$ cat config.mk
export PLATFORM = sky130hd
export DESIGN_NAME = a429_rx_chan
export DESIGN_NICKNAME = d
export VERILOG_FILES = /design/src/rtl/a429_rx_pkg.sv /design/src/rtl/a429_rx_cfg.sv /design/src/rtl/a429_rx_deser.sv /design/src/rtl/a429_rx_fifo.sv /design/src/rtl/a429_rx_chan.sv
export SDC_FILE = /design/constraint.sdc
export NUM_CORES = 1
export LEC_CHECK = 0
export BUFFER_PORTS_ARGS = -buffer_cell sky130_fd_sc_hd__buf_2
export CORE_UTILIZATION = 45
export CTS_BUF_LIST = sky130_fd_sc_hd__clkbuf_8
export CTS_CLUSTER_DIAMETER = 50
export DETAILED_ROUTE_END_ITERATION = 8
export PLACE_DENSITY = 0.6
export SLEW_MARGIN = 5
export SYNTH_ARGS = -nofsm -noshare
export SYNTH_HDL_FRONTEND = slang
export SYNTH_SLANG_ARGS = --single-unit
$ cat constraint.sdc
create_clock -name clk -period 4.7 [get_ports clk]
set_input_delay 0.94 -clock clk [delete_from_list [all_inputs] [get_ports clk]]
set_output_delay 0.94 -clock clk [all_outputs]
set_load 0.1 [all_outputs]
$ cat src/rtl/a429_rx_pkg.sv
package a429_rx_pkg;

  localparam int unsigned WORD_W      = 32;
  localparam int unsigned SMP_PER_BIT = 8;
  localparam int unsigned GAP_BITS    = 4;
  localparam int unsigned CFG_W       = 8;

  // Field order is the register's bit order: enable is bit 7, flag_sel is 1:0.
  typedef struct packed {
    logic       enable;
    logic       slow;
    logic       par_en;
    logic       dec_en;
    logic       match10;
    logic       match9;
    logic [1:0] flag_sel;
  } rx_cfg_t;

  typedef enum logic [1:0] {
    FLAG_OFF      = 2'b00,
    FLAG_NONEMPTY = 2'b01,
    FLAG_ABOVE    = 2'b10,
    FLAG_FULL     = 2'b11
  } flag_sel_e;

endpackage

$ cat src/rtl/a429_rx_cfg.sv
module a429_rx_cfg
  import a429_rx_pkg::*;
(
  input  logic             clk,
  input  logic             rst_n,
  input  logic             run_i,
  input  logic             wr_i,
  input  logic [CFG_W-1:0] wdata_i,
  output rx_cfg_t          cfg_o,
  output logic             ready_o
);

  rx_cfg_t cfg_q, cfg_d;
  logic    ready_q, ready_d;

  always_comb begin
    ready_d = ~run_i;
    cfg_d   = cfg_q;
    if (wr_i && !run_i && ready_q) begin
      cfg_d = rx_cfg_t'(wdata_i);
    end
  end

  always_ff @(posedge clk or negedge rst_n) begin
    if (!rst_n) begin
      cfg_q   <= '0;
      ready_q <= 1'b0;
    end else begin
      cfg_q   <= cfg_d;
      ready_q <= ready_d;
    end
  end

  assign cfg_o   = cfg_q;
  assign ready_o = ready_q;

  // no write lands while running or not yet ready
  a_r11_write_gated: assert property (@(posedge clk) disable iff (!rst_n)
    (run_i || !ready_q) |=> $stable(cfg_q));

endmodule

$ cat src/rtl/a429_rx_deser.sv
module a429_rx_deser
  import a429_rx_pkg::*;
#(
  parameter int unsigned HI_DIV      = 156,
  parameter int unsigned LO_DIV      = 1250,
  parameter int unsigned SYNC_STAGES = 2
) (
  input  logic              clk,
  input  logic              rst_n,
  input  logic              slow_i,
  input  logic              line_one_i,
  input  logic              line_zero_i,
  output logic              done_o,
  output logic              len_ok_o,
  output logic [WORD_W-1:0] word_o
);

  localparam int unsigned MAX_DIV = (HI_DIV > LO_DIV) ? HI_DIV : LO_DIV;
  localparam int unsigned DIV_W   = $clog2(MAX_DIV + 1);
  localparam int unsigned GAP_SMP = GAP_BITS * SMP_PER_BIT;
  localparam int unsigned GAP_W   = $clog2(GAP_SMP + 1);
  localparam int unsigned BCNT_W  = $clog2(WORD_W + 2);
  localparam logic [BCNT_W-1:0] BCNT_SAT  = BCNT_W'(WORD_W + 1);
  localparam logic [BCNT_W-1:0] BCNT_FULL = BCNT_W'(WORD_W);
  localparam logic [GAP_W-1:0]  GAP_LAST  = GAP_W'(GAP_SMP - 1);
  localparam logic [GAP_W-1:0]  GAP_MAX   = GAP_W'(GAP_SMP);
  localparam logic [DIV_W-1:0]  LIM_HI    = DIV_W'(HI_DIV - 1);
  localparam logic [DIV_W-1:0]  LIM_LO    = DIV_W'(LO_DIV - 1);

  // Input synchronisers
  logic [SYNC_STAGES-1:0] one_sync_q, zero_sync_q;
  logic                   one_s, zero_s;

  generate
    if (SYNC_STAGES == 1) begin : g_sync1
      always_ff @(posedge clk or negedge rst_n) begin
        if (!rst_n) begin
          one_sync_q  <= '0;
          zero_sync_q <= '0;
        end else begin
          one_sync_q  <= line_one_i;
          zero_sync_q <= line_zero_i;
        end
      end
    end else begin : g_syncn
      always_ff @(posedge clk or negedge rst_n) begin
        if (!rst_n) begin
          one_sync_q  <= '0;
          zero_sync_q <= '0;
        end else begin
          one_sync_q  <= {one_sync_q[SYNC_STAGES-2:0], line_one_i};
          zero_sync_q <= {zero_sync_q[SYNC_STAGES-2:0], line_zero_i};
        end
      end
    end
  endgenerate

  assign one_s  = one_sync_q[SYNC_STAGES-1];
  assign zero_s = zero_sync_q[SYNC_STAGES-1];

  // Sample strobe divider
  logic [DIV_W-1:0] div_q, div_d;
  logic [DIV_W-1:0] div_lim;
  logic             tick;

  always_comb begin
    div_lim = slow_i ? LIM_LO : LIM_HI;
    tick    = (div_q >= div_lim);
    div_d   = tick ? '0 : div_q + 1'b1;
  end

  // Bit assembly and gap detection
  logic              act;
  logic              act_q, act_d;
  logic [GAP_W-1:0]  null_q, null_d;
  logic [BCNT_W-1:0] bcnt_q, bcnt_d;
  logic [WORD_W-1:0] sh_q, sh_d;
  logic              done_q, done_d;
  logic              ok_q, ok_d;

  always_comb begin
    act    = one_s ^ zero_s;
    act_d  = act_q;
    null_d = null_q;
    bcnt_d = bcnt_q;
    sh_d   = sh_q;
    done_d = 1'b0;
    ok_d   = ok_q;
    if (tick) begin
      act_d = act;
      if (act) begin
        null_d = '0;
        if (!act_q) begin
          sh_d   = {one_s, sh_q[WORD_W-1:1]};
          bcnt_d = (bcnt_q == BCNT_SAT) ? bcnt_q : bcnt_q + 1'b1;
        end
      end else begin
        if (null_q != GAP_MAX) begin
          null_d = null_q + 1'b1;
        end
        if ((null_q == GAP_LAST) && (bcnt_q != '0)) begin
          done_d = 1'b1;
          ok_d   = (bcnt_q == BCNT_FULL);
          bcnt_d = '0;
        end
      end
    end
  end

  always_ff @(posedge clk or negedge rst_n) begin
    if (!rst_n) begin
      div_q  <= '0;
      act_q  <= 1'b0;
      null_q <= '0;
      bcnt_q <= '0;
      sh_q   <= '0;
      done_q <= 1'b0;
      ok_q   <= 1'b0;
    end else begin
      div_q  <= div_d;
      act_q  <= act_d;
      null_q <= null_d;
      bcnt_q <= bcnt_d;
      sh_q   <= sh_d;
      done_q <= done_d;
      ok_q   <= ok_d;
    end
  end

  assign done_o   = done_q;
  assign len_ok_o = ok_q;
  assign word_o   = sh_q;

  // a word end is a single pulse
  a_r7_done_pulse: assert property (@(posedge clk) disable iff (!rst_n)
    done_q |=> !done_q);

  // a word end is reported only after the full null gap
  a_r7_done_after_gap: assert property (@(posedge clk) disable iff (!rst_n)
    done_q |-> (!act_q && (null_q == GAP_MAX)));

endmodule

$ cat src/rtl/a429_rx_fifo.sv
module a429_rx_fifo #(
  parameter int unsigned DEPTH = 16,
  parameter int unsigned W     = 32
) (
  input  logic                       clk,
  input  logic                       rst_n,
  input  logic                       push_i,
  input  logic [W-1:0]               din_i,
  input  logic                       pop_i,
  output logic [W-1:0]               dout_o,
  output logic                       empty_o,
  output logic                       full_o,
  output logic [$clog2(DEPTH+1)-1:0] level_o,
  output logic                       ovf_o
);

  localparam int unsigned PTR_W = (DEPTH > 1) ? $clog2(DEPTH) : 1;
  localparam int unsigned CNT_W = $clog2(DEPTH + 1);
  localparam logic [PTR_W-1:0] PTR_LAST = PTR_W'(DEPTH - 1);
  localparam logic [CNT_W-1:0] CNT_FULL = CNT_W'(DEPTH);

  logic [W-1:0]     mem_q [DEPTH];
  logic [PTR_W-1:0] wr_ptr_q, wr_ptr_d;
  logic [PTR_W-1:0] rd_ptr_q, rd_ptr_d;
  logic [CNT_W-1:0] level_q, level_d;
  logic [W-1:0]     dout_q, dout_d;
  logic             ovf_q, ovf_d;
  logic             full, empty, do_push, do_pop;

  always_comb begin
    full     = (level_q == CNT_FULL);
    empty    = (level_q == '0);
    do_push  = push_i && !full;
    do_pop   = pop_i && !empty;
    wr_ptr_d = wr_ptr_q;
    rd_ptr_d = rd_ptr_q;
    dout_d   = dout_q;
    level_d  = level_q;
    ovf_d    = ovf_q | (push_i && full);
    if (do_push) begin
      wr_ptr_d = (wr_ptr_q == PTR_LAST) ? '0 : wr_ptr_q + 1'b1;
    end
    if (do_pop) begin
      rd_ptr_d = (rd_ptr_q == PTR_LAST) ? '0 : rd_ptr_q + 1'b1;
      dout_d   = mem_q[rd_ptr_q];
    end
    case ({do_push, do_pop})
      2'b10:   level_d = level_q + 1'b1;
      2'b01:   level_d = level_q - 1'b1;
      default: level_d = level_q;
    endcase
  end

  // Storage array carries no reset
  always_ff @(posedge clk) begin
    if (do_push) begin
      mem_q[wr_ptr_q] <= din_i;
    end
  end

  always_ff @(posedge clk or negedge rst_n) begin
    if (!rst_n) begin
      wr_ptr_q <= '0;
      rd_ptr_q <= '0;
      level_q  <= '0;
      dout_q   <= '0;
      ovf_q    <= 1'b0;
    end else begin
      wr_ptr_q <= wr_ptr_d;
      rd_ptr_q <= rd_ptr_d;
      level_q  <= level_d;
      dout_q   <= dout_d;
      ovf_q    <= ovf_d;
    end
  end

  assign dout_o  = dout_q;
  assign empty_o = empty;
  assign full_o  = full;
  assign level_o = level_q;
  assign ovf_o   = ovf_q;

  // fill level never exceeds the depth
  a_r8_level_bound: assert property (@(posedge clk) disable iff (!rst_n)
    level_q <= CNT_FULL);

  // a read on an empty FIFO leaves the output word alone
  a_r8_empty_read_holds: assert property (@(posedge clk) disable iff (!rst_n)
    (pop_i && empty) |=> $stable(dout_q));

  // overflow is sticky
  a_r10_ovf_sticky: assert property (@(posedge clk) disable iff (!rst_n)
    ovf_q |=> ovf_q);

  // a push into a full FIFO does not raise the level
  a_r10_full_drop: assert property (@(posedge clk) disable iff (!rst_n)
    (push_i && full && !pop_i) |=> (level_q == $past(level_q)));

endmodule

$ cat src/rtl/a429_rx_chan.sv
module a429_rx_chan
  import a429_rx_pkg::*;
#(
  parameter int unsigned FIFO_DEPTH = 16,
  parameter int unsigned THR_W      = 4,
  parameter int unsigned HI_DIV     = 156,
  parameter int unsigned LO_DIV     = 1250
) (
  input  logic              clk,
  input  logic              rst_n,
  input  logic              line_one_i,
  input  logic              line_zero_i,
  input  logic              run_i,
  output logic              ready_o,
  input  logic              cfg_wr_i,
  input  logic [CFG_W-1:0]  cfg_wdata_i,
  output logic [CFG_W-1:0]  cfg_rdata_o,
  input  logic [THR_W-1:0]  thresh_i,
  input  logic              rd_i,
  output logic [WORD_W-1:0] rd_data_o,
  output logic              fifo_empty_o,
  output logic              fifo_flag_o,
  output logic              overflow_o
);

  localparam int unsigned CNT_W = $clog2(FIFO_DEPTH + 1);

  // Reset: asserted asynchronously, released on the clock
  logic [1:0] rst_pipe_q;
  logic       rst_sn;

  always_ff @(posedge clk or negedge rst_n) begin
    if (!rst_n) begin
      rst_pipe_q <= 2'b00;
    end else begin
      rst_pipe_q <= {rst_pipe_q[0], 1'b1};
    end
  end

  assign rst_sn = rst_pipe_q[1];

  rx_cfg_t cfg;

  a429_rx_cfg u_cfg (
    .clk     (clk),
    .rst_n   (rst_sn),
    .run_i   (run_i),
    .wr_i    (cfg_wr_i),
    .wdata_i (cfg_wdata_i),
    .cfg_o   (cfg),
    .ready_o (ready_o)
  );

  logic              word_done, word_len_ok;
  logic [WORD_W-1:0] word_raw;

  a429_rx_deser #(
    .HI_DIV (HI_DIV),
    .LO_DIV (LO_DIV)
  ) u_deser (
    .clk         (clk),
    .rst_n       (rst_sn),
    .slow_i      (cfg.slow),
    .line_one_i  (line_one_i),
    .line_zero_i (line_zero_i),
    .done_o      (word_done),
    .len_ok_o    (word_len_ok),
    .word_o      (word_raw)
  );

  // Word qualification and parity substitution
  logic              match_ok, push;
  logic [WORD_W-1:0] word_store;

  always_comb begin
    match_ok   = !cfg.dec_en ||
                 ((word_raw[8] == cfg.match9) && (word_raw[9] == cfg.match10));
    push       = word_done && word_len_ok && cfg.enable && match_ok;
    word_store = word_raw;
    if (cfg.par_en) begin
      word_store[WORD_W-1] = ~(^word_raw);
    end
  end

  logic             fifo_full;
  logic [CNT_W-1:0] fifo_level;

  a429_rx_fifo #(
    .DEPTH (FIFO_DEPTH),
    .W     (WORD_W)
  ) u_fifo (
    .clk     (clk),
    .rst_n   (rst_sn),
    .push_i  (push),
    .din_i   (word_store),
    .pop_i   (rd_i),
    .dout_o  (rd_data_o),
    .empty_o (fifo_empty_o),
    .full_o  (fifo_full),
    .level_o (fifo_level),
    .ovf_o   (overflow_o)
  );

  // Status flag select
  always_comb begin
    case (flag_sel_e'(cfg.flag_sel))
      FLAG_NONEMPTY: fifo_flag_o = !fifo_empty_o;
      FLAG_ABOVE:    fifo_flag_o = (32'(fifo_level) > 32'(thresh_i));
      FLAG_FULL:     fifo_flag_o = fifo_full;
      default:       fifo_flag_o = 1'b0;
    endcase
  end

  assign cfg_rdata_o = cfg;

  // while reception is disabled the FIFO never grows
  a_r1_disabled_no_growth: assert property (@(posedge clk) disable iff (!rst_sn)
    !cfg.enable |=> (fifo_level <= $past(fifo_level)));

endmodule

==> impl_results.md <==
- Status: completed
- GR Util met1: 0.259
- GP Congestion: between 0.7 and 0.8
- Syn. warnings: 0
- Vias in the first global route: 12800
- Core Area: 54200 sq um
- Worst slew pin tran: 1.14 ns
- Routed via count: 11800
- Sequential area share after synthesis: 0.737
- RSZ-0062 raised after global routing: false
- Drt total wl: about 49 mm
- Setup bufs post-CTS: 0
- Area of the mapped netlist: 24900 sq um
- P&R area growth vs syn: 12.3%
- Worst Slack Setup Final: 1.21 ns
- Cell count after synthesis: 1246
- Startpoint Class: flip-flop
- Worst Skew: between 0.04 and 0.05 ns
- Tot GR Track Use: 0.184
- Required time worst endpoint: 3.76 ns
- Post_cts resized: 0
- Synthesized area per cell: 20.0 sq um
- Detailed placement HPWL: 26.7 mm
- First-pass GRT wire length: 77.1 mm
- Clock transition at path regs: 0.05 ns
- Routed wire per std cell: 22.7 um
- Leak pwr: 0.0101 uW
- Initial antenna violation count: 1
- GR peak layer: met2
- Via density: 5.47
- DRT Pass-1 Iters: 5
- Largest net degree at the start of global routing: 99
- Met2 usage: 0.293
- # nets final: 1417
- CP Max Fanout: 10
- Multi-input logic area: 6200 sq um
- CP arrival: 2.55 ns
- Die span in y: 237 um
- CTS tree: yes
- Hold Slack: between 0.06 and 0.07 ns
- Slew Limit Fails: 0
- Register area: 18400 sq um
- Fill cell count: around 4400
- CP most frequent cell: o21a_1
- Placement Setup Slack: 1.37 ns
- Final core occ: 0.515
- Post-synth EDFFs: a little over 500
- DR iter-0 viols: 903
- Clock Latency Late Sink: 0.69 ns
- Syn nets: 1290
- PD cells: 487 nW/um^2
- DRC viols: 0
- Yosys cell types: 55
- CP top delay family: flip-flops
- Num rows: 85
- Endpoints failing setup: 0
- Final ANT Viol Nets: 0
- Tmin final: between 3 and 4 ns
- FFs w/ async S/R, synth: 0.189
- Post-cts hold buffer count: 0
- CP max stage delay: approximately 0.5 ns
- IO Pins: 63
- CP Capture Type: output port
- CP Buf/Inv Count: 1
- Critical-path cell list: ha_1 -> nor2b_1 -> o21a_1 -> o21a_1 -> o2111ai_1 -> a21oi_1 -> buf_2
- FF+latch count, synth: 631
- Worst vdd ir: around 0.31 mV
- WS Path Type: flip-flop to output port
- DIE AREA: 56300 sq um
- CTS Sinks: 631
- Clock Path Buffers: 3
- Num CTS Buffers: about 110
- Root Buffer: clkbuf_8
- Primary FF master, synth: edfxtp_1
- Worst min path class: input pin to asynchronous set/reset pin
- Port buffer count: 62
- Max Fclk: ~0.29 GHz
- Setup TNS: 0 ns
- Max-cap violations: 0
- Grt ovf: 0
- H-tree depth: 3
- Share of cells above drive strength 1: 0.272
- Met3 usage: 0.0351
- Die X: 237 um
- Slowest CP cell: dfrtp_1
- Initial core utilization: 0.459
- Relative slew slack: 0.239
- Period utilisation layout: 0.742
- Hold Violations, Final: 0
[cell usage after synthesis, types with 2 or more instances]
| cell | n | area share |
|---|---|---|
| mux2_1 | 32 | 0.014 |
| o21ai_1 | 4 | 0.00080 |
| buf_1 | 3 | 0.00045 |
| nor3_1 | 3 | 0.00060 |
| and3_1 | 9 | 0.0023 |
| mux2_2 | 11 | 0.0050 |
| mux4_2 | 160 | 0.14 |
| a21oi_1 | 8 | 0.0016 |
| ha_1 | 25 | 0.013 |
| buf_2 | 16 | 0.0032 |
| dfrtp_1 | 119 | 0.12 |
| inv_1 | 15 | 0.0023 |
| and3b_1 | 2 | 0.00070 |
| clkbuf_1 | 25 | 0.0038 |
| xor2_1 | 17 | 0.0060 |
| xnor2_1 | 35 | 0.012 |
| nand4_1 | 3 | 0.00075 |
| edfxtp_1 | 512 | 0.62 |
| or4_1 | 2 | 0.00060 |
| and2_1 | 19 | 0.0048 |
| nor2_1 | 26 | 0.0039 |
| o21ai_0 | 17 | 0.0034 |
| buf_4 | 2 | 0.00060 |
| o21a_1 | 4 | 0.0012 |
| nand2_1 | 115 | 0.017 |
| nand3_1 | 20 | 0.0040 |
| buf_6 | 9 | 0.0041 |
| o31ai_1 | 6 | 0.0018 |
[cells by family (layout without fill, tap and decap cells)]
kind of cell / Yosys count / after routing / synth area share
fa+ha+maj: 25 / 25 / 0.0126
mux: 204 / 204 / 0.165
xor+xnor: 53 / 53 / 0.0190
compound gates: 55 / 55 / 0.0145
other cells: 1 / 2 / 0.000151
simple gates: 206 / 206 / 0.0373
buf+inv: 71 / 290 / 0.0145
flops: 631 / 631 / 0.737
[where the power goes]
| part | total [uW] | internal, uW | leakage, uW | switching (uW) |
|---|---|---|---|---|
| Combinational | 2420 | 936 | 0.00252 | 1480 |
| Sequential | 6670 | 6220 | 0.00635 | 451 |
| Clock | 4530 | 2390 | 0.00120 | 2140 |
| Total | 13600 | 9550 | 0.0101 | 4070 |
[path summary, 6_finish.rpt]
path                                   start                 to  slack, ns  depth (start not counted)
setup reg to reg           u_deser.word_o[9]  u_fifo.level_o[4]       1.40                         13
setup / recovery           u_fifo.level_o[1]        fifo_flag_o       1.21                          7
min in group clk               rst_pipe_q[0]      rst_pipe_q[1]       0.35                          0
hold reg to reg                rst_pipe_q[0]      rst_pipe_q[1]       0.35                          0
hold / removal                         rst_n      rst_pipe_q[1]       0.07                          1
max in group asynchronous      rst_pipe_q[1]  u_fifo.level_o[2]       3.45                          1
[sequential cells by signal (all words and copies together), names as in the netlist]
register	cells
u_deser.div_q	11
rst_pipe_q	2
u_deser.one_sync_q	2
u_cfg.ready_o	1
u_deser.act_q	1
u_deser.word_o	32
u_fifo.dout_o	32
u_deser.bcnt_q	6
u_deser.zero_sync_q	2
u_deser.done_o	1
u_fifo.ovf_o	1
u_fifo.level_o	5
u_deser.len_ok_o	1
u_fifo.mem_q	512
u_deser.null_q	6
u_cfg.cfg_o	8
u_fifo.wr_ptr_q	4
u_fifo.rd_ptr_q	4
[layout by cell type, fill, tap and decap left out, types with 3 or more instances in the layout]
cell type,synthesis,final
mux2_2,11,11
and3_1,9,9
clkbuf_8,0,110
ha_1,25,25
dfrtp_4,0,3
nand3_1,20,20
bufinv_16,0,4
clkinv_1,0,22
o21ai_1,4,4
buf_2,16,62
o31ai_1,6,6
buf_12,0,4
mux4_2,160,160
and2_2,0,16
mux2_1,32,32
a21oi_1,8,8
buf_4,2,8
o21a_1,4,4
clkinv_2,0,6
nor3_1,3,3
inv_1,15,66
and2_1,19,3
nand2_1,115,115
nand4_1,3,3
o21ai_0,17,17
xnor2_1,35,35
xor2_1,17,17
edfxtp_1,512,512
dfrtp_1,119,114
nor2_1,26,26
[worst register-to-register path, delay by kind of cell (launching register included)]
family / cells / cell delay [ns]
AOI/OAI and AO/OA: 4 / 0.72
DFF: 1 / 0.71
xor gates and xnor gates: 4 / 0.65
adders and majority gates: 2 / 0.55
and+or+nand+nor: 2 / 0.40
buffers and inverters: 1 / 0.16
[metal layers]
metal	vias to the layer above	routed length [um]
met5	-	0
met4	0	916
met3	78	1820
met2	216	23900
met1	6303	22400
li1	5237	-
[stage by stage]
stage	std cells	instance area (sq um)	power (uW)
6_report	2162	28000	13600
5_1_grt	2162	28000	14200
3_5_place_dp	1961	26000	9260
3_3_place_gp	1961	26000	9240
4_1_cts	2161	28000	13800
2_1_floorplan	1246	24900	8720
[layout make-up]
| type | count | area share |
|---|---|---|
| Antenna cell | 1 | 0.0000895 |
| Clock buffer | 110 | 0.0542 |
| Clock inverter | 90 | 0.0174 |
| Inverter | 16 | 0.00215 |
| Sequential cell | 631 | 0.657 |
| Multi-Input combinational cell | 544 | 0.222 |
| Timing Repair Buffer | 74 | 0.0161 |
| Tap cell | 696 | 0.0312 |
(Power assumes the default switching activity.)
